### config.mk
export PLATFORM = sky130hd
export DESIGN_NAME = ets_sequencer
export DESIGN_NICKNAME = d
export VERILOG_FILES = /design/src/rtl/ets_pkg.sv /design/src/rtl/ets_thresh_search.sv /design/src/rtl/ets_delay_step.sv /design/src/rtl/ets_period_detect.sv /design/src/rtl/ets_sequencer.sv
export SDC_FILE = /design/constraint.sdc
export NUM_CORES = 1
export LEC_CHECK = 0
export BUFFER_PORTS_ARGS = -buffer_cell sky130_fd_sc_hd__buf_2
export CAP_MARGIN = 20
export CORE_MARGIN = 2
export CORE_UTILIZATION = 45
export DETAILED_ROUTE_END_ITERATION = 10
export GPL_TIMING_DRIVEN = 0
export PLACE_DENSITY_LB_ADDON = 0.12
export SYNTH_ARGS = -nofsm -noshare
export SYNTH_HDL_FRONTEND = slang
export SYNTH_SLANG_ARGS = --single-unit
### constraint.sdc
create_clock -name clk -period 3.5 [get_ports clk]
set_clock_uncertainty 0.05 [all_clocks]
set_input_delay 0.7 -clock clk [delete_from_list [all_inputs] [get_ports clk]]
set_output_delay 0.7 -clock clk [all_outputs]
set_load 0.02 [all_outputs]
### src/rtl/ets_pkg.sv
package ets_pkg;

   typedef enum logic [2:0] {
      ST_IDLE,
      ST_CLEAR,
      ST_SEARCH,
      ST_CHECK,
      ST_RECORD,
      ST_DONE
   } seq_state_t;

   function automatic int unsigned ets_points(input int unsigned lo, input int unsigned hi,
                                              input int unsigned step);
      return (hi - lo + step - 1) / step + 1;
   endfunction

endpackage

### src/rtl/ets_thresh_search.sv
module ets_thresh_search #(
   parameter int CODE_W = 8
) (
   input  logic              clk,
   input  logic              rst_n,
   input  logic              load_max,
   input  logic              step_down,
   output logic [CODE_W-1:0] code,
   output logic              at_zero
);
   localparam logic [CODE_W-1:0] CODE_MAX = '1;
   localparam logic [CODE_W-1:0] CODE_ONE = {{(CODE_W-1){1'b0}}, 1'b1};

   always_ff @(posedge clk) begin
      if (!rst_n) begin
         code <= CODE_MAX;
      end else if (load_max) begin
         code <= CODE_MAX;
      end else if (step_down && !at_zero) begin
         code <= code - CODE_ONE;
      end
   end

   assign at_zero = (code == '0);
endmodule

### src/rtl/ets_delay_step.sv
module ets_delay_step #(
   parameter int DLY_W    = 11,
   parameter int DLY_MIN  = 400,
   parameter int DLY_MAX  = 1400,
   parameter int DLY_STEP = 1
) (
   input  logic             clk,
   input  logic             rst_n,
   input  logic             init,
   input  logic             adv,
   output logic [DLY_W-1:0] dly,
   output logic             at_max
);
   localparam logic [DLY_W-1:0] MIN_C  = DLY_W'(DLY_MIN);
   localparam logic [DLY_W-1:0] MAX_C  = DLY_W'(DLY_MAX);
   localparam logic [DLY_W-1:0] STEP_C = DLY_W'(DLY_STEP);

   logic [DLY_W-1:0] nxt;

   generate
      if (DLY_STEP == 1) begin : g_unit
         assign nxt = at_max ? MAX_C : dly + STEP_C;
      end else begin : g_multi
         logic [DLY_W:0] sum;
         assign sum = {1'b0, dly} + {1'b0, STEP_C};
         assign nxt = (sum > {1'b0, MAX_C}) ? MAX_C : sum[DLY_W-1:0];
      end
   endgenerate

   always_ff @(posedge clk) begin
      if (!rst_n) begin
         dly <= MIN_C;
      end else if (init) begin
         dly <= MIN_C;
      end else if (adv) begin
         dly <= nxt;
      end
   end

   assign at_max = (dly >= MAX_C);
endmodule

### src/rtl/ets_period_detect.sv
module ets_period_detect #(
   parameter int CODE_W  = 8,
   parameter int IDX_W   = 11,
   parameter int MIN_PTS = 4
) (
   input  logic              clk,
   input  logic              rst_n,
   input  logic              clear,
   input  logic              take,
   input  logic [IDX_W-1:0]  idx,
   input  logic [CODE_W-1:0] sample,
   input  logic [CODE_W-1:0] tol,
   output logic              hit
);
   localparam logic [IDX_W-1:0] GAP_C = IDX_W'(MIN_PTS);

   logic [CODE_W-1:0] ref_q;
   logic [CODE_W-1:0] diff;
   logic              gap_ok;

   always_ff @(posedge clk) begin
      if (!rst_n) begin
         ref_q <= '0;
      end else if (clear) begin
         ref_q <= '0;
      end else if (take && idx == '0) begin
         ref_q <= sample;
      end
   end

   assign diff   = (sample >= ref_q) ? (sample - ref_q) : (ref_q - sample);
   assign gap_ok = (idx >= GAP_C);
   assign hit    = gap_ok && (diff <= tol);
endmodule

### src/rtl/ets_sequencer.sv
module ets_sequencer
   import ets_pkg::*;
#(
   parameter int CODE_W   = 8,
   parameter int DLY_W    = 11,
   parameter int DLY_MIN  = 400,
   parameter int DLY_MAX  = 1400,
   parameter int DLY_STEP = 1,
   parameter int ADDR_W   = 10,
   parameter int MIN_PTS  = 4
) (
   input  logic              clk,
   input  logic              rst_n,
   input  logic              start,
   input  logic              trig,
   input  logic              cmp_latch,
   input  logic [CODE_W-1:0] tol,
   output logic [CODE_W-1:0] dac_code,
   output logic [DLY_W-1:0]  dly_code,
   output logic              latch_clr,
   output logic              wr_en,
   output logic [ADDR_W-1:0] wr_addr,
   output logic [CODE_W-1:0] wr_data,
   output logic              done,
   output logic [ADDR_W:0]   count
);
   localparam int CNT_W = ADDR_W + 1;
   localparam int NPTS  = ets_points(DLY_MIN, DLY_MAX, DLY_STEP);
   localparam logic [CNT_W-1:0] CNT_ONE = {{(CNT_W-1){1'b0}}, 1'b1};

   initial begin
      assert (CODE_W >= 2 && CODE_W <= 16) else $error("CODE_W out of range");
      assert (DLY_STEP >= 1) else $error("DLY_STEP must be positive");
      assert (DLY_MAX > DLY_MIN) else $error("delay range empty");
      assert (DLY_MAX < (1 << DLY_W)) else $error("DLY_W too narrow");
      assert (MIN_PTS >= 1) else $error("MIN_PTS must be at least 1");
      assert (NPTS <= (1 << ADDR_W)) else $error("ADDR_W too narrow for range");
   end

   seq_state_t state;
   logic       at_zero;
   logic       at_max;
   logic       hit;
   logic       rec;
   logic       finish;

   assign rec    = (state == ST_RECORD);
   assign finish = hit || at_max;

   always_ff @(posedge clk) begin
      if (!rst_n) begin
         state <= ST_IDLE;
      end else if (start) begin
         state <= ST_CLEAR;
      end else begin
         case (state)
            ST_CLEAR:  state <= ST_SEARCH;
            ST_SEARCH: if (trig) state <= ST_CHECK;
            ST_CHECK:  state <= (cmp_latch || at_zero) ? ST_RECORD : ST_SEARCH;
            ST_RECORD: state <= finish ? ST_DONE : ST_CLEAR;
            default:   state <= state;
         endcase
      end
   end

   always_ff @(posedge clk) begin
      if (!rst_n) begin
         count <= '0;
      end else if (start) begin
         count <= '0;
      end else if (rec) begin
         count <= count + CNT_ONE;
      end
   end

   ets_thresh_search #(.CODE_W(CODE_W)) u_thr (
      .clk       (clk),
      .rst_n     (rst_n),
      .load_max  (start || rec),
      .step_down (state == ST_CHECK && !cmp_latch),
      .code      (dac_code),
      .at_zero   (at_zero)
   );

   ets_delay_step #(
      .DLY_W   (DLY_W),
      .DLY_MIN (DLY_MIN),
      .DLY_MAX (DLY_MAX),
      .DLY_STEP(DLY_STEP)
   ) u_dly (
      .clk    (clk),
      .rst_n  (rst_n),
      .init   (start),
      .adv    (rec && !finish),
      .dly    (dly_code),
      .at_max (at_max)
   );

   ets_period_detect #(
      .CODE_W (CODE_W),
      .IDX_W  (CNT_W),
      .MIN_PTS(MIN_PTS)
   ) u_per (
      .clk    (clk),
      .rst_n  (rst_n),
      .clear  (start),
      .take   (rec),
      .idx    (count),
      .sample (dac_code),
      .tol    (tol),
      .hit    (hit)
   );

   assign latch_clr = (state == ST_CLEAR);
   assign wr_en     = rec;
   assign wr_addr   = count[ADDR_W-1:0];
   assign wr_data   = dac_code;
   assign done      = (state == ST_DONE);
endmodule

; ---- Word-level counts from Yosys, hierarchy flattened
; Index checks and enable logic that the tools add are counted.
[word_totals]
ff_bits = 41
word_cells = 49
[op_classes]
magnitude_cmp = 4
eq_ne = 7
n_reduce_logical = 19
n_mux = 7
n_addsub = 5
bitwise = 1
[ops]
columns = op, count
row1 = "11-bit by 1-bit adder with 11-bit output, second input constant", 2
row2 = 8-bit subtractor, 2
row3 = 3-bit case mux with 4 select lines, 1
row4 = "11-bit greater-or-equal comparator, second input constant", 1
row5 = "11-bit by 3-bit greater-or-equal comparator with 1-bit output, second input constant", 1
row6 = 11-bit logical NOT, 1
row7 = 11-bit 2-to-1 mux, 1
row8 = 3-bit 2-to-1 mux, 3
row9 = 8-bit greater-or-equal comparator, 1
row10 = 8-bit less-or-equal comparator, 1
row11 = 8-bit logical NOT, 1
row12 = 8-bit 2-to-1 mux, 1
row13 = "8-bit by 1-bit subtractor with 8-bit output, second input constant", 1
row14 = "3-bit by 2-bit equality test with 1-bit output, second input constant", 2
row15 = "3-bit equality test, second input constant", 2
row16 = 1-bit logical AND, 5
row17 = 5-bit nonzero test, 1
row18 = 2-bit AND reduction, 2
row19 = 4-bit nonzero test, 1
row20 = 2-bit OR reduction, 2
row21 = "3-bit by 1-bit equality test with 1-bit output, second input constant", 1
row22 = 1-bit logical NOT, 3
row23 = 1-bit logical OR, 3
row24 = "3-bit inequality test, second input constant", 1
row25 = 3 further kinds, 3

; ---- Longest topological paths before layout
; Gate-level depths: netlist (run 1).
[logic_depth]
ltp_word = 8
depth_mapped = 17

; ---- By module
; Synthesis (run 1) repeated with hierarchy kept, for this count alone.
[hier_totals]
hier_cells = 351
hier_area_um2 = 2977.9
[modules_own_cells]
columns = module, instances, cells_each, area_per_inst_um2
row1 = ets_period_detect, 1, 142, 1169.9
row2 = ets_sequencer, 1, 101, 833.3
row3 = ets_delay_step, 1, 60, 535.5
row4 = ets_thresh_search, 1, 48, 439.2

; ---- Worst setup path before layout (run 1)
; Ideal clock, no wire load.
[synth_path]
path_type = register to register
start = reg u_thr.code[2]
end = reg u_dly.dly[9]
n_path_buf = 1
t_arrival_ps = 3682
path_slack_ps = -302
period_less_slack_ps = 3802
required_ps = 3380
path_stages_with_launch = 16
setup_time_ps = 70
cell_sequence = dfxtp_1 > inv_1 > ha_1 > clkbuf_1 > a41o_1 > a311oi_1 > o21a_1 > nand2_1 > mux2_2 > ha_1 > nor2b_1 > o211ai_1 > a21oi_1 > o21ai_2 > or4_1 > a21oi_1
[synth_between]
elab_chain_len = 7
elab_cells_between_ends = 9
classes_between = add/sub (2) / order compare (2) / mux (1) / reduce/logical (4)
[synth_rtl]
columns = element, line_no
row1 = from (decl), ets_thresh_search.sv:8  ; output logic [CODE_W-1:0] code,
row2 = from (signal assigned), ets_thresh_search.sv:20  ; code <= code - CODE_ONE;
row3 = 8-bit subtractor or 8-bit greater-or-equal comparator (tied branches), ets_period_detect.sv:31  ; assign diff = (sample >= ref_q) ? (sample - ref_q) : (ref_q - sample);
row4 = 8-bit 2-to-1 mux *, ets_period_detect.sv:31
row5 = 8-bit less-or-equal comparator *, ets_period_detect.sv:33  ; assign hit = gap_ok && (diff <= tol);
row6 = 1-bit logical AND *, ets_period_detect.sv:33
row7 = 1-bit logical OR *, ets_sequencer.sv:48  ; assign finish = hit || at_max;
row8 = 1-bit logical NOT *, ets_sequencer.sv:94  ; .adv (rec && !finish),
row9 = 1-bit logical AND *, ets_sequencer.sv:94
row10 = to (signal assigned), ets_delay_step.sv:36  ; dly <= nxt;
row11 = to (decl), ets_delay_step.sv:11  ; output logic [DLY_W-1:0] dly,
; Mark *: on every way between the ends. The rest lies on a longest branch, timed or not.
; A chain may end at the register's enable or synchronous reset.

; ---- Worst setup path in the final report (run 1)
; Ends and elaborated chain as after synthesis.

==> impl_metrics.toml, run 1 <==
[outcome]
status = "finished, final reports clean"

[drt]
drc = 0
ant_nets = 0
drt_iter0_drc = 115
wl_per_cell_um = 12.9
wl_mm = 6.46
via_per_inst = 5.05
first_pass_iters = 4
vias = 2535

[yosys]
synth_edf_count = 0
synth_fa_ha_area_share_pct = 13.9
synthCells = 350
synth_top_family_by_area = "simple AND/OR/NAND/NOR gates"
yosysUniqueCellTypes = 48
synth_top_area_share_pct = 28.3
synthMuxAreaShare_pct = 5.60
yosysWarnings = 0
synth-xor-area-share_pct = 6.63
ys_top_cells_by_area = "dfxtp_1 28%, ha_1 12%, buf_4 4.9%, mux2i_1 4.8%, nor2_1 4.8%"
avgSynthCellArea_um2 = 8.30
syn_area_um2 = 2910
yosys.area_share.simple_pct = 19.9
yosysSeqAreaShare_pct = 28.3
synth-compound-area-share_pct = 15.0
synth_seq_cells = 41
synth-main-ff-cell = "dfxtp_1"
syn-num-nets = 394
synth_top_area_cell = "dfxtp_1"
async_reset_ff_share_pct = 0

[layout]
finalInstanceArea_um2 = 3590
syn_to_final_growth_pct = 23.4
n_antenna_cell = 0
final_util_pct = 56.8
nets = 468
finalNonFillerCells = 502
drive_above_1_share_pct = 30.4

[timing]
rsz0062_at_grt = "true"
setup_ws_ns = 0.0201
max_freq_mhz = 287
slew_headroom_pct = 61.1
worstMarginPinSlew_ns = 0.584
hold_viol_final = 0
setup_violations = 0
timing.final.crit_share_pct = 99.4
fin_tns_setup_ns = 0
layout_min_cycle_time_ns = 3.48
slew_viol_final = 0

[global_route]
track_usage_pct = 18.4
antenna_found_initial = 0
grt_pass1_vias = 2382
grt_pass1_wl_mm = 10.9
grt_max_degree = 12
grt_overflow_total = 0

[critical_path]
crit_path_frequent_cell = "ha_4"
slowest_stage = "or4_1"
crit_required_ns = 3.67
path_class = "reg2reg"
cp_max_fo = 9
max_stage_delay_ns = 0.47
start_kind = "register"
worstPathCellList = "inv_2, ha_4, a41o_1, a311oi_2, o21a_1, nand2_4, mux2_4, ha_4, nor2b_1, o211ai_1, a21oi_4, o21ai_4, or4_1, a21oi_1"
critPathCaptureType = "register"
arrival_ns = 3.65

[power_and_ir_drop]
powerDensity_nw_per_um2 = 227
p_comb_share_pct = 5.6
p_leak_nw = 1.63
ir_drop_uv = 234
pwr-share-clk_pct = 37.1
switching_power_uw = 189
sw_frac_of_total_pct = 23.2
p_seq_share_pct = 57.2
power.internal_uw = 625

[cts]
path_clk_slew_ns = 0.07
clk_latency_ns = 0.29
cts_tree = "yes"
cts_buffers = 5
cts_root_buf = "clkbuf_8"
clock-sinks = 41
h-tree-depth = 2
clock_path_buffers = 2

[job]
maxCapViolations = 0

[floorplan]
num_rows = 29
initial_core_util_pct = 46.0
pin_count = 64
die_area_um2 = 7110
die_w_um = 84.4
die_h_um = 84.4
core_area_um2 = 6310

[place]
dp_hpwl_mm = 4.82
dpl.cell_count = 490
postPlaceCellArea_um2 = 3330
dp_slack_ns = -0.333
place.gp.congestion = 0.810
io_buffers = 63

[min_path]
min_path_type = "reg2reg"
cells by family after synthesis:
kind of cell / Yosys count
simple gates: 116
buf+inv: 62
mux: 16
fa+ha+maj: 31
flops: 41
xor+xnor: 22
compound gates: 62
worst max-delay path, delay by kind of cell, from the launching register on:
kind	cells	cell delay, ns
AO/OA/AOI/OAI	7	1.31
multiplexers	1	0.32
buffers and inverters	1	0.08
AND/OR/NAND/NOR	3	0.69
flip-flops	1	0.41
adder cells (fa/ha/maj)	2	0.55
through the flow:
| step | hold WS, ns | power, mW |
|---|---|---|
| floorplan | 0.415 | 0.505 |
| global placement | 0.431 | 0.520 |
| detailed placement | 0.441 | 0.521 |
| CTS | 0.460 | 0.829 |
| global route | 0.499 | 0.855 |
| finish | 0.455 | 0.814 |
path summary, 6_finish.rpt:
check | from | end | slack [ns] | depth (start not counted)
setup reg to reg | u_thr.code[2] | u_dly.dly[9] | 0.02 | 14
hold reg to reg | u_per.ref_q[7] | u_per.ref_q[7] | 0.45 | 2
hold / removal | u_per.ref_q[7] | u_per.ref_q[7] | 0.45 | 2
setup / recovery | u_thr.code[2] | u_dly.dly[9] | 0.02 | 14
Yosys cell counts, types with 5 or more instances:
cell type  count
dfxtp_1       41
nor2_1        37
inv_1         33
ha_1          29
nand2_1       26
buf_4         19
a21oi_1       16
mux2i_1       14
xnor2_1       12
o21ai_0       11
xor2_1        10
nor3_1         9
nand3_1        8
clkbuf_1       6
nand2b_1       6
o21a_1         6
and3_1         5
nand4_1        5
cell usage in the layout, fill, tap and decap left out, drive strengths merged, types with 5 or more instances in the layout:
master	count
buf	94
dfxtp	41
nor2	37
inv	33
ha	29
nand2	26
a21oi	17
mux2i	14
xnor2	12
o21ai	12
xor2	10
clkbuf	10
nor3	9
nand3	8
nand2b	6
o21a	6
o211ai	6
nand4	5
and3	5
nor4	5
sequential cells by signal (all words and copies together) (netlist names):
| signal | count |
|---|---|
| u_dly.dly | 11 |
| state | 3 |
| count | 11 |
| u_per.ref_q | 8 |
| u_thr.code | 8 |
layout make-up:
cell class / instances / area, µm²
flip-flops and latches: 41 / 838
repair buffers: 71 / 375
fillers: 606 / 2730
plain buffers: 25 / 180
well taps: 77 / 96.3
inverters: 33 / 126
multi-input cells: 247 / 1890
clock buffers: 8 / 80.1
power groups by stage:
stage | Clock, mW | Sequential (mW) | Combinational (mW)
2_1_floorplan | 0 | 0.478 | 0.0264
3_3_place_gp | 0 | 0.478 | 0.0421
3_5_place_dp | 0 | 0.478 | 0.0427
4_1_cts | 0.317 | 0.466 | 0.0463
5_1_grt | 0.337 | 0.466 | 0.0528
6_report | 0.302 | 0.466 | 0.0460
what timing repair did:
| action | in CTS | in global routing |
|---|---|---|
| endpoints found under the hold margin | 0 | 0 |
| gates resized for setup | 25 | 5 |
| buffers inserted | 4 | 4 |
| pin swaps | 14 | 10 |
| endpoints found under the setup margin | 12 | 12 |
| hold buffers | 0 | 0 |
metal layers:
metal | vias up | wire length [µm] | part of all wire (%) | track usage (%)
met5 | - | 0 | 0 | 0
met4 | 0 | 63 | 0.97 | 5.05
met3 | 7 | 226 | 3.5 | 3.54
met2 | 42 | 2930 | 45 | 29.7
met1 | 1159 | 3250 | 50 | 25.4
li1 | 1327 | - | - | -
Power figures use the tool's default switching activity.
==> inputs of run 2 (changes only) <==
--- a/config.mk
+++ b/config.mk
@@ -7,7 +7,7 @@
 export LEC_CHECK = 0
 export BUFFER_PORTS_ARGS = -buffer_cell sky130_fd_sc_hd__buf_2
 export CAP_MARGIN = 20
-export CORE_MARGIN = 2
+export CORE_MARGIN = 10
 export CORE_UTILIZATION = 45
 export DETAILED_ROUTE_END_ITERATION = 10
 export GPL_TIMING_DRIVEN = 0
==> run 2 against run 1 <==
Against the previous run: the run now ends with negative setup slack left; global-route usage decreased by 4.3 points; critical path depth increased by 2; die area increased by 42%; combinational power increased by 4.8%; sequential share of layout area decreased by 0.50 points; hold slack got worse by 0.0034 ns; critical path type unchanged; largest power group unchanged.
==> impl_metrics.toml, run 2 (synthesis results as in run 1) <==
[outcome]
status = "finished with violations"
violations = "negative setup slack"

[layout]
final_common_cell = "buf_2"
syn_to_final_growth_pct = 26.1
final_util_pct = 58.0
reg.largest.list = "count: 11 flops, u_dly.dly: 11 flops"
final_cell_mix = "63 x buf_2, 36 x nor2_1, 35 x dfxtp_1"
fillers = 626
drive_above_1_share_pct = 33.1
multi_input_area_um2 = 1910
nets = 475
seq_area_um2 = 838
finalInstanceArea_um2 = 3660
n_antenna_cell = 0

[drt]
via_per_inst = 5.08
first_pass_iters = 4
drt_iter0_drc = 80
vias = 2585
wl_mm = 7.24
drc = 0
ant_nets = 0
wl_per_cell_um = 14.2

[global_route]
grt_overflow_total = 0
track_usage_pct = 14.1
grt_pass1_vias = 2499
antenna_found_initial = 0
grt_max_degree = 13
grt_pass1_wl_mm = 12.0

[cts]
clock_path_buffers = 2
h-tree-depth = 2
path_clk_slew_ns = 0.08
clk_latency_ns = 0.30
cts_root_buf = "clkbuf_8"
cts_tree = "yes"
clock-sinks = 41
cts_buffers = 5

[critical_path]
start_kind = "register"
crit_path_frequent_cell = "ha_4"
cp_max_fo = 6
crit_required_ns = 3.69
slowest_stage = "or4_4"
max_stage_delay_ns = 0.49
worstPathCellList = "inv_4, ha_4, inv_2, fa_2, a311oi_2, o21a_1, nand2_4, buf_4, mux2_2, ha_4, nor2b_1, o211ai_1, a21oi_4, o21ai_2, or4_4, a21oi_2"
arrival_ns = 3.71
path_class = "reg2reg"
critPathCaptureType = "register"

[min_path]
min_path_type = "reg2reg"

[power_and_ir_drop]
powerDensity_nw_per_um2 = 229
p_leak_nw = 1.66
ir_drop_uv = 243

[place]
dp_slack_ns = -0.352
io_buffers = 63
postPlaceCellArea_um2 = 3330
dp_hpwl_mm = 5.48
place.gp.congestion = 0.796

[timing]
slew_headroom_pct = 62.5
hold_viol_final = 0
timing.final.crit_share_pct = 101
slew_viol_final = 0
setup_ws_ns = -0.0260
fin_tns_setup_ns = -0.0505
layout_min_cycle_time_ns = 3.53
setup_violations = 2
worstMarginPinSlew_ns = 0.561
rsz0062_at_grt = "true"
max_freq_mhz = 284

[floorplan]
die_area_um2 = 10100
core_area_um2 = 6310
num_rows = 29
pin_count = 64
die_h_um = 100
die_w_um = 100
initial_core_util_pct = 46.0

[job]
maxCapViolations = 0
run 2: cell count changes in the layout (fill, tap and decap cells not counted), sizes merged:
cell  delta
buf      +7
run 2: area by class of cell:
class	count	area share [%]
Sequential cell	41	22.9
Timing Repair Buffer	78	11.7
Inverter	33	3.45
Multi-Input combinational cell	247	52.0
Clock buffer	8	2.46
Buffer	25	4.92
Tap cell	77	2.63
run 2: per-stage QoR:
stage                     hold slack [ns]  std cells  total power, mW
final                               0.451        509            0.838
after detailed placement            0.437        490            0.521
after CTS                           0.454        504            0.842
after global routing                0.486        509            0.868
after floorplan                     0.415        350            0.505
after global placement              0.429        490            0.520
run 2: worst paths after layout:
kind | from | cells past startpoint | slack, ns | endpoint
worst min-delay path | u_per.ref_q[7] | 2 | 0.45 | u_per.ref_q[7]
worst max-delay path | u_thr.code[0] | 16 | -0.03 | u_dly.dly[6]
worst min register to register | u_per.ref_q[7] | 2 | 0.45 | u_per.ref_q[7]
worst max register to register | u_thr.code[0] | 16 | -0.03 | u_dly.dly[6]
run 2: worst max-delay path, delay by kind of cell, from the launching register on:
kind	cells	cell delay (ns)
compound gates	6	1.00
fa+ha+maj	3	0.76
simple gates	3	0.71
flops	1	0.36
mux	1	0.29
buf+inv	3	0.25
run 2: where the power goes:
part           total [mW]  internal, mW  switching [mW]  leakage (nW)
Sequential          0.466         0.464         0.00139         0.329
Combinational      0.0482        0.0198          0.0285          1.28
Clock               0.324         0.161           0.163        0.0455
run 2: timing repair:
| item | in CTS | in global routing |
|---|---|---|
| setup buffers | 10 | 5 |
| hold endpoints to repair | 0 | 0 |
| pin swaps | 12 | 12 |
| hold buffers | 0 | 0 |
| resized for setup | 23 | 11 |
| setup endpoints to repair | 12 | 12 |
run 2: layer usage:
| metal | share of wire (%) | vias to the layer above | GRT usage, % | wire [µm] |
|---|---|---|---|---|
| li1 | - | 1344 | - | - |
| met1 | 46 | 1186 | 17.0 | 3300 |
| met2 | 49 | 42 | 24.4 | 3560 |
| met3 | 3.6 | 13 | 3.30 | 264 |
| met4 | 1.7 | 0 | 4.13 | 121 |
| met5 | 0 | - | 0 | 0 |
